--- src/rtl/sprite_eval_pkg.sv ---
package sprite_eval_pkg;

    localparam int ROW_W = 4;

    typedef enum logic [0:0] {
        SCAN_IDLE = 1'b0,
        SCAN_RUN  = 1'b1
    } scan_state_e;

    typedef struct packed {
        logic             hit;
        logic [ROW_W-1:0] row;
    } line_match_t;

    function automatic logic [7:0] sprite_height(input logic size16, input logic zoom);
        logic [7:0] base;
        base = size16 ? 8'd16 : 8'd8;
        return zoom ? (base << 1) : base;
    endfunction

endpackage

--- src/rtl/sprite_attr_ram.sv ---
module sprite_attr_ram #(
    parameter int NUM_SPRITES = 64,
    parameter int ADDR_W      = 8,
    parameter int IDX_W       = 6
) (
    input  logic              clk,
    input  logic              rst,
    input  logic              wr_en,
    input  logic [ADDR_W-1:0] wr_addr,
    input  logic [7:0]        wr_data,
    input  logic [IDX_W-1:0]  rd_idx,
    output logic [7:0]        rd_y
);
    logic [7:0] ypos_q [NUM_SPRITES];
    logic [ADDR_W-3:0] wr_sprite;

    assign wr_sprite = wr_addr[ADDR_W-1:2];

    // only byte 0 of each record feeds the evaluation
    always_ff @(posedge clk) begin
        if (rst) begin
            for (int i = 0; i < NUM_SPRITES; i++) ypos_q[i] <= 8'd0;
        end else if (wr_en && wr_addr[1:0] == 2'd0
                     && int'(wr_sprite) < NUM_SPRITES) begin
            ypos_q[wr_sprite] <= wr_data;
        end
    end

    assign rd_y = (int'(rd_idx) < NUM_SPRITES) ? ypos_q[rd_idx] : 8'd0;

endmodule

--- src/rtl/sprite_line_match.sv ---
module sprite_line_match
    import sprite_eval_pkg::*;
(
    input  logic [7:0]  line,
    input  logic [7:0]  ypos,
    input  logic        size16,
    input  logic        zoom,
    output line_match_t match
);
    logic [7:0] delta;
    logic [7:0] height;

    assign delta  = line - ypos;
    assign height = sprite_height(size16, zoom);

    always_comb begin
        match.hit = delta < height;
        match.row = zoom ? delta[ROW_W:1] : delta[ROW_W-1:0];
    end

endmodule

--- src/rtl/sprite_slot_bank.sv ---
module sprite_slot_bank
    import sprite_eval_pkg::*;
#(
    parameter int SLOTS = 4,
    parameter int IDX_W = 6,
    parameter int CNT_W = 3
) (
    input  logic                   clk,
    input  logic                   rst,
    input  logic                   flush,
    input  logic                   load,
    input  logic [CNT_W-1:0]       load_slot,
    input  logic [IDX_W-1:0]       load_idx,
    input  logic [ROW_W-1:0]       load_row,
    output logic [SLOTS-1:0]       sel_valid,
    output logic [SLOTS*IDX_W-1:0] sel_index,
    output logic [SLOTS*ROW_W-1:0] sel_row
);
    for (genvar s = 0; s < SLOTS; s++) begin : g_slot
        logic             v_q;
        logic [IDX_W-1:0] idx_q;
        logic [ROW_W-1:0] row_q;

        always_ff @(posedge clk) begin
            if (rst || flush) begin
                v_q   <= 1'b0;
                idx_q <= '0;
                row_q <= '0;
            end else if (load && load_slot == CNT_W'(s)) begin
                v_q   <= 1'b1;
                idx_q <= load_idx;
                row_q <= load_row;
            end
        end

        assign sel_valid[s]                 = v_q;
        assign sel_index[s*IDX_W +: IDX_W]  = idx_q;
        assign sel_row[s*ROW_W +: ROW_W]    = row_q;
    end

endmodule

--- src/rtl/sprite_line_eval.sv ---
module sprite_line_eval
    import sprite_eval_pkg::*;
#(
    parameter int NUM_SPRITES = 64,
    parameter int SLOTS       = 4,
    localparam int IDX_W      = (NUM_SPRITES > 1) ? $clog2(NUM_SPRITES) : 1,
    localparam int ADDR_W     = IDX_W + 2,
    localparam int CNT_W      = $clog2(SLOTS + 1)
) (
    input  logic                     clk,
    input  logic                     rst,
    input  logic                     wr_en,
    input  logic [ADDR_W-1:0]        wr_addr,
    input  logic [7:0]               wr_data,
    input  logic [7:0]               line,
    input  logic                     size16,
    input  logic                     zoom,
    input  logic                     start,
    input  logic                     coll_pulse,
    input  logic                     clear,
    output logic                     busy,
    output logic                     done,
    output logic [CNT_W-1:0]         sel_count,
    output logic [SLOTS-1:0]         sel_valid,
    output logic [SLOTS*IDX_W-1:0]   sel_index,
    output logic [SLOTS*ROW_W-1:0]   sel_row,
    output logic                     ovf_flag,
    output logic                     coll_flag,
    output logic [IDX_W-1:0]         reject_idx
);
    scan_state_e      state_q;
    logic [IDX_W-1:0] idx_q;
    logic [CNT_W-1:0] count_q;
    logic             done_q;
    logic [7:0]       line_q;
    logic             size_q, zoom_q;
    logic [7:0]       cur_y;
    line_match_t      match;
    logic             step, slots_full, take, reject, last;

    sprite_attr_ram #(
        .NUM_SPRITES(NUM_SPRITES), .ADDR_W(ADDR_W), .IDX_W(IDX_W)
    ) u_ram (
        .clk(clk), .rst(rst), .wr_en(wr_en), .wr_addr(wr_addr),
        .wr_data(wr_data), .rd_idx(idx_q), .rd_y(cur_y)
    );

    sprite_line_match u_match (
        .line(line_q), .ypos(cur_y), .size16(size_q), .zoom(zoom_q), .match(match)
    );

    assign step       = (state_q == SCAN_RUN) && !start;
    assign slots_full = count_q == CNT_W'(SLOTS);
    assign take       = step && match.hit && !slots_full;
    assign reject     = step && match.hit && slots_full;
    assign last       = idx_q == IDX_W'(NUM_SPRITES - 1);

    sprite_slot_bank #(
        .SLOTS(SLOTS), .IDX_W(IDX_W), .CNT_W(CNT_W)
    ) u_slots (
        .clk(clk), .rst(rst), .flush(start), .load(take),
        .load_slot(count_q), .load_idx(idx_q), .load_row(match.row),
        .sel_valid(sel_valid), .sel_index(sel_index), .sel_row(sel_row)
    );

    always_ff @(posedge clk) begin
        if (rst) begin
            state_q <= SCAN_IDLE;
            idx_q   <= '0;
            count_q <= '0;
            done_q  <= 1'b0;
            line_q  <= '0;
            size_q  <= 1'b0;
            zoom_q  <= 1'b0;
        end else if (start) begin
            state_q <= SCAN_RUN;
            idx_q   <= '0;
            count_q <= '0;
            done_q  <= 1'b0;
            line_q  <= line;
            size_q  <= size16;
            zoom_q  <= zoom;
        end else begin
            done_q <= 1'b0;
            if (step) begin
                if (take) count_q <= count_q + 1'b1;
                if (reject || last) begin
                    state_q <= SCAN_IDLE;
                    done_q  <= 1'b1;
                end else begin
                    idx_q <= idx_q + 1'b1;
                end
            end
        end
    end

    // sticky status: a new event outranks a clear in the same cycle
    always_ff @(posedge clk) begin
        if (rst) begin
            ovf_flag   <= 1'b0;
            coll_flag  <= 1'b0;
            reject_idx <= '0;
        end else begin
            if (reject) begin
                ovf_flag   <= 1'b1;
                reject_idx <= idx_q;
            end else if (clear) begin
                ovf_flag   <= 1'b0;
                reject_idx <= '0;
            end
            if (coll_pulse)  coll_flag <= 1'b1;
            else if (clear)  coll_flag <= 1'b0;
        end
    end

    assign busy      = state_q == SCAN_RUN;
    assign done      = done_q;
    assign sel_count = count_q;

    assert_start_busy_R6: assert property (@(posedge clk) disable iff (rst)
        start |=> busy);
    assert_done_idle_R6: assert property (@(posedge clk) disable iff (rst)
        done |-> !busy);
    assert_fill_matches_count_R3: assert property (@(posedge clk) disable iff (rst)
        $countones(sel_valid) == int'(sel_count));
    assert_no_overflow_R5: assert property (@(posedge clk) disable iff (rst)
        $rose(ovf_flag) |-> sel_count == CNT_W'(SLOTS));
    assert_coll_set_R7: assert property (@(posedge clk) disable iff (rst)
        coll_pulse |=> coll_flag);
    assert_coll_clear_R8: assert property (@(posedge clk) disable iff (rst)
        (clear && !coll_pulse) |=> !coll_flag);

endmodule

--- config.mk ---
export PLATFORM = sky130hd
export DESIGN_NAME = sprite_line_eval
export DESIGN_NICKNAME = d
export VERILOG_FILES = /design/src/rtl/sprite_eval_pkg.sv /design/src/rtl/sprite_attr_ram.sv /design/src/rtl/sprite_line_match.sv /design/src/rtl/sprite_slot_bank.sv /design/src/rtl/sprite_line_eval.sv
export SDC_FILE = /design/constraint.sdc
export NUM_CORES = 1
export LEC_CHECK = 0
export BUFFER_PORTS_ARGS = -buffer_cell sky130_fd_sc_hd__buf_2
export CORE_ASPECT_RATIO = 0.5
export CORE_MARGIN = 2
export CORE_UTILIZATION = 45
export CTS_CLUSTER_SIZE = 10
export DETAILED_ROUTE_END_ITERATION = 10
export PLACE_DENSITY = 0.71
export SETUP_SLACK_MARGIN = 0.1
export SLEW_MARGIN = 30
export SYNTH_ARGS = -nofsm -noshare
export SYNTH_HDL_FRONTEND = slang
export SYNTH_HIERARCHICAL = 1
export SYNTH_SLANG_ARGS = --single-unit
--- constraint.sdc ---
create_clock -name clk -period 4.8 [get_ports clk]
set_input_delay 0.96 -clock clk [delete_from_list [all_inputs] [get_ports clk]]
set_output_delay 0.96 -clock clk [all_outputs]
set_load 0.02 [all_outputs]
==> results of run 1 <==
## per-stage QoR
stage	utilization (%)	area [µm²]	hold slack [ns]	setup slack (ns)
2_1_floorplan	-	27500	0.425	-0.0618
3_3_place_gp	49.6	29600	0.439	-0.154
3_5_place_dp	49.6	29600	0.444	-0.247
4_1_cts	53.2	31700	0.452	-0.132
5_1_grt	53.5	31900	0.479	-0.494
6_report	53.5	31900	0.449	-0.252
## routing by layer
metal	track usage (%)	up-vias	part of all wire (%)
met1	31.0	8530	43
met3	5.37	114	9.4
met2	34.4	766	45
li1	-	7305	-
met4	6.71	0	2.5
met5	0	-	0
## power by group through the flow
stage               logic [mW]  clock network, mW  registers (mW)
floorplan                0.404                  0            5.89
global placement         0.621                  0            5.93
finish                   0.664               4.64            5.83
detailed placement       0.631                  0            5.93
global route             0.700               4.89            5.85
CTS                      0.646               4.71            5.83
## cell usage in the layout (no fill, tap or decap), types with 4 or more instances in the layout
| master | n |
|---|---|
| sky130_fd_sc_hd__diode_2 | 4 |
| sky130_fd_sc_hd__buf_12 | 15 |
| sky130_fd_sc_hd__edfxtp_1 | 512 |
| sky130_fd_sc_hd__ha_1 | 10 |
| sky130_fd_sc_hd__o22ai_1 | 6 |
| sky130_fd_sc_hd__nor2_1 | 91 |
| sky130_fd_sc_hd__buf_6 | 12 |
| sky130_fd_sc_hd__or3b_2 | 20 |
| sky130_fd_sc_hd__a221oi_1 | 6 |
| sky130_fd_sc_hd__o21ai_1 | 6 |
| sky130_fd_sc_hd__o221ai_1 | 6 |
| sky130_fd_sc_hd__a211oi_2 | 6 |
| sky130_fd_sc_hd__buf_4 | 140 |
| sky130_fd_sc_hd__nand2_1 | 32 |
| sky130_fd_sc_hd__clkbuf_1 | 25 |
| sky130_fd_sc_hd__a211oi_1 | 5 |
| sky130_fd_sc_hd__inv_1 | 17 |
| sky130_fd_sc_hd__nand3b_1 | 8 |
| sky130_fd_sc_hd__buf_2 | 87 |
| sky130_fd_sc_hd__nand2b_1 | 6 |
| sky130_fd_sc_hd__o21ai_0 | 8 |
| sky130_fd_sc_hd__mux2i_1 | 80 |
| sky130_fd_sc_hd__clkbuf_16 | 73 |
| sky130_fd_sc_hd__or3b_1 | 32 |
| sky130_fd_sc_hd__mux4_2 | 132 |
| sky130_fd_sc_hd__nand3_1 | 13 |
| sky130_fd_sc_hd__a21oi_2 | 9 |
| sky130_fd_sc_hd__dfxtp_1 | 70 |
| sky130_fd_sc_hd__or2_2 | 64 |
| sky130_fd_sc_hd__mux4_1 | 7 |
| sky130_fd_sc_hd__nand3_2 | 4 |
| sky130_fd_sc_hd__a21oi_1 | 12 |
| sky130_fd_sc_hd__nand4_1 | 4 |
| sky130_fd_sc_hd__o21a_1 | 4 |
| sky130_fd_sc_hd__nor2b_1 | 5 |
| sky130_fd_sc_hd__and2_1 | 515 |
## sequential cells by signal, indices dropped and copies added (netlist names)
name	flops
u_ram/ypos_q	512
zoom_q	1
idx_q	6
u_slots/g_slot.idx_q	24
sel_count	3
size_q	1
ovf_flag	1
done	1
busy	1
u_slots/g_slot.row_q	16
reject_idx	6
u_slots/g_slot.v_q	4
coll_flag	1
line_q	8
## final timing paths
| path | to | cells after the start | start | slack (ns) |
|---|---|---|---|---|
| hold reg to reg | u_slots/g_slot[3].v_q$_SDFFE_PP0P_ | 2 | u_slots/g_slot[3].v_q$_SDFFE_PP0P_ | 0.45 |
| setup / recovery | u_slots/g_slot[0].idx_q[2]$_SDFFE_PP0P_ | 21 | idx_q[0]$_SDFFE_PP0P_ | -0.25 |
| hold / removal | u_slots/g_slot[3].v_q$_SDFFE_PP0P_ | 2 | u_slots/g_slot[3].v_q$_SDFFE_PP0P_ | 0.45 |
| setup reg to reg | u_slots/g_slot[0].idx_q[2]$_SDFFE_PP0P_ | 21 | idx_q[0]$_SDFFE_PP0P_ | -0.25 |
## cell type report
type / count / area [µm²] / area share [%]
timing repair buffer: 257 / 2000 / 6.26
clock buffer: 96 / 1870 / 5.85
inverter: 20 / 75.1 / 0.235
multi-input combinational: 1151 / 10100 / 31.5
antenna: 4 / 10.0 / 0.0313
sequential: 585 / 16800 / 52.7
clock inverter: 5 / 55.1 / 0.172
tap: 812 / 1020 / 3.18
## kinds of logic (layout without fill, tap and decap cells)
logic type | Yosys count | in the layout
other | 0 | 4
and+or+nand+nor | 819 | 819
AOI/OAI and AO/OA | 88 | 88
adders and majority gates | 15 | 15
muxes | 222 | 222
buffers and inverters | 155 | 378
xor gates and xnor gates | 7 | 7
DFF | 585 | 585
## timing repair
action                                  CTS  global route
hold endpoints to repair                  0             0
endpoints found under the setup margin   60            62
pin swaps                                28             7
setup buffers                            14             3
gates cloned                              2             2
hold buffers                              0             0
gates resized for setup                  28            28
## worst max-delay path, stage by stage (launching register included)
cell and delay, ns:
sky130_fd_sc_hd__dfxtp_4 0.42, sky130_fd_sc_hd__buf_6 0.14, sky130_fd_sc_hd__buf_16 0.12, sky130_fd_sc_hd__mux4_2 0.51
sky130_fd_sc_hd__mux4_2 0.59, sky130_fd_sc_hd__a22oi_2 0.21, sky130_fd_sc_hd__nand2_1 0.09, sky130_fd_sc_hd__inv_2 0.07
sky130_fd_sc_hd__ha_4 0.20, sky130_fd_sc_hd__buf_4 0.14, sky130_fd_sc_hd__nor2b_4 0.12, sky130_fd_sc_hd__o21ai_0 0.30
sky130_fd_sc_hd__a21oi_2 0.10, sky130_fd_sc_hd__ha_2 0.20, sky130_fd_sc_hd__a21o_1 0.21, sky130_fd_sc_hd__nor3b_2 0.18
sky130_fd_sc_hd__a211oi_2 0.09, sky130_fd_sc_hd__a211oi_2 0.18, sky130_fd_sc_hd__nand3b_1 0.16, sky130_fd_sc_hd__a21oi_4 0.15
sky130_fd_sc_hd__or4b_4 0.58, sky130_fd_sc_hd__mux2i_1 0.16
==> PnR_summary.wiki, run 1 <==
{| class="wikitable"
! Metric !! Value
|-
| Setup skew after layout || 0.0165 ns
|-
| Synthesized-area fraction occupied by xor and xnor cells || less than 1%
|-
| Pin count of the biggest net entering global routing || 136
|-
| Ranking of synthesized cells by area || sky130_fd_sc_hd__edfxtp_1, sky130_fd_sc_hd__and2_1, sky130_fd_sc_hd__mux4_2, sky130_fd_sc_hd__dfxtp_1, sky130_fd_sc_hd__mux2i_1
|-
| Number of port buffers || approximately 90
|-
| Register area share after synthesis || 61.4%
|-
| Die Outline Area || 0.0630 mm²
|-
| Detailed-route DRC error count || 0
|-
| Total power per unit cell area || between 300 and 400 mW/mm²
|-
| Setup TNS || -6.95 ns
|-
| Minimum period implied by the final worst setup slack || 5.05 ns
|-
| Syn. warnings || 6
|-
| Number of distinct library cells after synthesis || 66
|-
| VDD IR max || ~0.00022 V
|-
| Share of post-route cells with drive strength above 1 || about 29%
|-
| Crit. End Element || flip-flop
|-
| Required time of the critical path || 5.25 ns
|-
| Final max-slew violation count || 0
|-
| Post-synth EDFFs || between 500 and 600
|-
| Boundary pin count || a little under 90
|-
| Cell with the most instances after synthesis || sky130_fd_sc_hd__and2_1
|-
| Gate count after technology mapping || between 1500 and 2000
|-
| Main combinational cell family by area after synthesis || simple AND/OR/NAND/NOR gates
|-
| Final worst path period share || 105%
|-
| Final WL || ~70 mm
|-
| Final ANT Viol Nets || 0
|-
| Number of clock sinks seen by CTS || between 500 and 600
|-
| RSZ-0062 raised after global routing || true
|-
| Max cap viols || 0
|-
| Async S/R FF share, synth || 0%
|-
| Post-Synthesis Net Count || between 1500 and 2000
|-
| Worst setup SP type || flip-flop
|-
| Buffer levels on the longest clock path || 3
|-
| Yosys reg bits || just under 600
|-
| Sequential cell fraction of total power || roughly 52%
|-
| Area share of the largest cell type after synthesis || between 50 and 60%
|-
| Critical path arrival || 5.50 ns
|-
| Run status || finished, violations left
|-
| Global-route total usage across every layer || ~22%
|-
| Global-route wire length before repair || between 100 and 150 mm
|-
| Net switching share of the total power || 21.8%
|-
| Filler Cells Inserted || roughly 4800
|-
| Combinational share of power || about 6%
|-
| Final setup viols || 57
|-
| Ratio of routed vias to standard cells || ~5.7
|-
| Number of clock buffers inserted by TritonCTS || 68
|-
| Static leakage || 11.4 nW
|-
| Post-Place Cells || 2805
|-
| Critical Path Fanout Max || 8
|-
| Compound-gate portion of the synthesized area || 2.17%
|-
| Failing checks || negative setup slack
|-
| Initial antenna violation count || 3
|-
| Worst-case headroom to the max-slew limit || approximately 33%
|-
| Via count of the routed design || 16715
|-
| Clock tree root driver cell || sky130_fd_sc_hd__clkbuf_16
|-
| Most numerous cell types in the synthesized netlist || sky130_fd_sc_hd__and2_1, sky130_fd_sc_hd__edfxtp_1, sky130_fd_sc_hd__mux4_2
|-
| Via count of the first global-routing pass || 16365
|-
| Worst Hold Class || flip-flop to flip-flop
|-
| Cell type with the largest total area after synthesis || sky130_fd_sc_hd__edfxtp_1
|-
| Last weighted congestion value of the routability-driven placer || 0.890
|-
| Maximum level of the CTS H-tree || 3
|-
| Hold Vio Cnt, Final || 0
|-
| Wire length per cell || ~24 µm
|-
| Die outline height || 178 µm
|-
| Mapped Avg Cell Area || approximately 14 µm²
|-
| Multiplexer share of the synthesized area || 14.6%
|-
| Clock insertion delay at the later pin of the skew report || between 0.5 and 0.6 ns
|-
| Effective utilization at floorplan || a little under half
|-
| Overall die width || 353 µm
|-
| Overall Power || around 11 mW
|-
| TritonCTS clock tree || built
|-
| Total global routing overflow || 0
|-
| First drt pass iteration count || 7
|-
| Power dissipated by switching net loads || 2.43 mW
|-
| Highest clock rate || a little under 200 MHz
|-
| Summed instance area of the synthesized netlist || approximately 0.027 mm²
|-
| Number of cell rows || 63
|-
| Synthesized-area fraction occupied by and/or/nand/nor cells || 18.1%
|-
| Primary flip-flop cell chosen by synthesis mapping || sky130_fd_sc_hd__edfxtp_1
|-
| Area growth from synthesis to final layout || 16.6%
|-
| Non-filler instance count after layout || 2930
|-
| Type of the worst setup path || flip-flop to flip-flop
|-
| Fraction of the mapped netlist area in adder cells || less than 1%
|-
| Internal power summed over all cells || 8.71 mW
|-
| HPWL after detailed placement || approximately 45 mm
|-
| Slack of the critical path || -0.252 ns
|-
| Reg clk slew, reported paths || ~0.050 ns
|-
| Total number of nets in the final design || 2130
|-
| Power share of the clock group || between 40% and 50%
|-
| Transition time of the tightest slew-check pin || between 1 and 1.5 ns
|-
| DRT iter0 DRCs || ~2000
|-
| Core area || approximately 0.060 mm²
|}
Power figures use the tool's default switching activity.
==> inputs of run 2 (changes only) <==
- CORE_UTILIZATION: 45 -> 25
- PLACE_DENSITY: 0.71 -> 0.48
==> PnR_summary.wiki, run 2 (synthesized netlist as in run 1, its figures left out) <==
{| class="wikitable"
! Metric !! Value
|-
| Most common cell after layout, fill and taps aside || sky130_fd_sc_hd__and2_1
|-
| Required time of the critical path || 5.28 ns (+0.03 ns)
|-
| Worst setup SP type || flip-flop
|-
| Number of clock sinks seen by CTS || 585 (unchanged)
|-
| Total number of nets in the final design || 2165 (+1.6%)
|-
| Overall die width || 472 µm (+34%)
|-
| Buffer levels on the longest clock path || 3 (unchanged)
|-
| Most frequent cells in the layout || sky130_fd_sc_hd__and2_1, sky130_fd_sc_hd__edfxtp_1, sky130_fd_sc_hd__buf_4
|-
| Failing checks || negative setup slack
|-
| Total power per unit cell area || 343 mW/mm² (-1.6%)
|-
| Detailed-route DRC error count || 0 (unchanged)
|-
| Reg clk slew, reported paths || 0.06 ns (about the same)
|-
| Critical path's slowest cell || sky130_fd_sc_hd__or4b_4
|-
| Clock tree root driver cell || sky130_fd_sc_hd__clkbuf_16
|-
| Initial antenna violation count || 7 (+4)
|-
| Via count of the first global-routing pass || 16440 (+0.46%)
|-
| Final ANT Viol Nets || 0 (unchanged)
|-
| Critical Path Fanout Max || 8 (unchanged)
|-
| Effective utilization at floorplan || 25.3% (-21 points)
|-
| Number of port buffers || 88 (unchanged)
|-
| Flip-flop count of the largest register after layout || 512 (unchanged)
|-
| Area growth from synthesis to final layout || 20.4%
|-
| Slack of the critical path || -0.332 ns (-0.0800 ns)
|-
| Total global routing overflow || 0 (unchanged)
|-
| Top flop regs || u_ram/ypos_q x512, u_slots/g_slot.idx_q x24, u_slots/g_slot.row_q x16
|-
| Filler Cells Inserted || 10683 (+120%)
|-
| Cell chain of the critical path || buf_12 -> buf_16 -> mux4_2 -> mux4_2 -> o21ai_2 -> nand3_1 -> ha_2 -> fa_2 -> nor2b_4 -> o31a_1 -> a21oi_2 -> ha_2 -> a21o_1 -> nor3b_2 -> a211oi_2 -> a211oi_2 -> nand3b_1 -> a21oi_4 -> or4b_4 -> mux2i_1
|-
| Launch instance of the worst register-to-register path || idx_q[0]$_SDFFE_PP0P_
|-
| Max cap viols || 0 (unchanged)
|-
| Final max-slew violation count || 0 (unchanged)
|-
| Minimum period implied by the final worst setup slack || 5.13 ns (+0.0800 ns)
|-
| Boundary pin count || 89 (unchanged)
|-
| First drt pass iteration count || 5 (-2)
|-
| Number of clock buffers inserted by TritonCTS || 70 (+2.9%)
|-
| Run status || finished, violations left
|-
| Worst hold slack across all endpoints || 0.452 ns (+0.00318 ns)
|-
| Final setup viols || 59 (+3.5%)
|-
| Hold Vio Cnt, Final || 0 (unchanged)
|-
| HPWL after detailed placement || 53.5 mm (+19%)
|-
| Final core utilization || 30.5% (-23 points)
|-
| Reg2Reg Setup Slack || -0.33 ns (-0.08 ns)
|-
| Last weighted congestion value of the routability-driven placer || 0.798 (-10%)
|-
| Startpoint of the most critical hold path || u_slots/g_slot[3].v_q$_SDFFE_PP0P_
|-
| Setup skew after layout || 0.0197 ns (+0.00320 ns)
|-
| TritonCTS clock tree || built
|-
| Wire length per cell || 22.1 µm (-7.9%)
|-
| DRT iter0 DRCs || 1175 (-42%)
|-
| VDD IR max || 0.000235 V (+6.4%)
|-
| Non-Filler Cell Area, Final || 0.0330 mm² (+3.2%)
|-
| Global-route total usage across every layer || 14.1% (-8.0 points)
|-
| Clock insertion delay at the later pin of the skew report || 0.61 ns (+0.03 ns)
|-
| Worst-case headroom to the max-slew limit || 36.3% (+3.5 points)
|-
| Via count of the routed design || 16064 (-3.9%)
|-
| Maximum cell stage delay along the critical path || 0.59 ns (about the same)
|-
| Share of post-route cells with drive strength above 1 || 29.8% (+1.1 points)
|-
| Ratio of routed vias to standard cells || 4.48 (-21%)
|-
| Final WL || 79.1 mm (+13%)
|-
| RSZ-0062 raised after global routing || true
|-
| Crit. End Element || flip-flop
|-
| Die Outline Area || 0.112 mm² (+78%)
|-
| Number of cell rows || 85 (+35%)
|-
| Transition time of the tightest slew-check pin || 0.953 ns (-0.0517 ns)
|-
| Core area || 0.108 mm² (+81%)
|-
| Placed inst area || 0.0306 mm² (+3.5%)
|-
| Static leakage || 11.6 nW (+1.6%)
|-
| Highest clock rate || 195 MHz (-1.6%)
|-
| Maximum level of the CTS H-tree || 3 (unchanged)
|-
| Pre-CTS worst setup slack || -0.554 ns (-0.307 ns)
|-
| Global-route wire length before repair || 117 mm (+12%)
|-
| Final worst path period share || 107% (+1.7 points)
|-
| Worst Hold Class || flip-flop to flip-flop
|-
| Number of buffers inserted by hold repair at cts || 0 (unchanged)
|-
| Type of the worst setup path || flip-flop to flip-flop
|-
| Pin count of the biggest net entering global routing || 73 (-46%)
|-
| Critical path arrival || 5.61 ns (+0.11 ns)
|-
| Die outline height || 238 µm (+33%)
|-
| Register with the most flip-flops || u_ram/ypos_q
|-
| Source of the critical timing path || idx_q[0]$_SDFFE_PP0P_
|}
## run 2: changes by cell type in the layout (fill, tap and decap cells not counted), moves of 3 or more
cell | previous run | this run
sky130_fd_sc_hd__clkbuf_1 | 25 | 17
sky130_fd_sc_hd__clkinv_1 | 0 | 4
sky130_fd_sc_hd__buf_8 | 0 | 3
sky130_fd_sc_hd__clkbuf_8 | 0 | 4
sky130_fd_sc_hd__buf_6 | 12 | 9
sky130_fd_sc_hd__o21ai_1 | 6 | 3
sky130_fd_sc_hd__buf_4 | 140 | 179
## run 2: worst max-delay path: cells and delay by family, from the launching register on
kind / cells / cell delay, ns
fa+ha+maj: 3 / 0.78
flops: 1 / 0.42
simple gates: 5 / 1.19
buf+inv: 2 / 0.25
compound gates: 7 / 1.14
mux: 3 / 1.19
## run 2: path summary, 6_finish.rpt
path                                                   to  cells after the start
hold reg to reg        u_slots/g_slot[3].v_q$_SDFFE_PP0P_                      2
setup / recovery  u_slots/g_slot[0].idx_q[0]$_SDFFE_PP0P_                     20
hold / removal         u_slots/g_slot[3].v_q$_SDFFE_PP0P_                      2
setup reg to reg  u_slots/g_slot[0].idx_q[0]$_SDFFE_PP0P_                     20
## run 2: per-stage QoR
step	setup TNS (ns)	cells	power [mW]
detailed placement	-18.27	3468	6.61
global route	-22.75	3583	11.7
floorplan	-0.494	1891	6.29
CTS	-6.26	3580	11.4
finish	-11.58	3584	11.3
global placement	-12.56	3468	6.61
## run 2: metal layers
metal  GRT usage, %  wire length (µm)  up-vias
met5              0                 7        -
li1               -                 -     7374
met1           19.9             37400     8232
met2           22.6             36700      364
met4           3.02              1430        2
met3           2.48              3500       92
## run 2: cell type report
cell class	count	area, µm²	share of cell area [%]
Antenna cell	2	5.00	0.0152
Sequential cell	585	16800	51.1
Clock buffer	93	1920	5.82
Clock inverter	8	57.6	0.175
Timing Repair Buffer	290	2200	6.68
Tap cell	1435	1800	5.44
Multi-Input combinational cell	1151	10100	30.6
Inverter	20	75.1	0.228
## run 2: timing repair
action                     in CTS  in global routing
setup endpoints to repair      61                 62
pin swaps                      29                 13
resized for setup              46                 14
gates cloned                    1                  0
buffers inserted               11                  3
## run 2: power by group
group / switching, mW / internal (mW) / total (mW)
combinational: 0.418 / 0.271 / 0.689
clock: 2.02 / 2.77 / 4.79
sequential: 0.0839 / 5.75 / 5.83
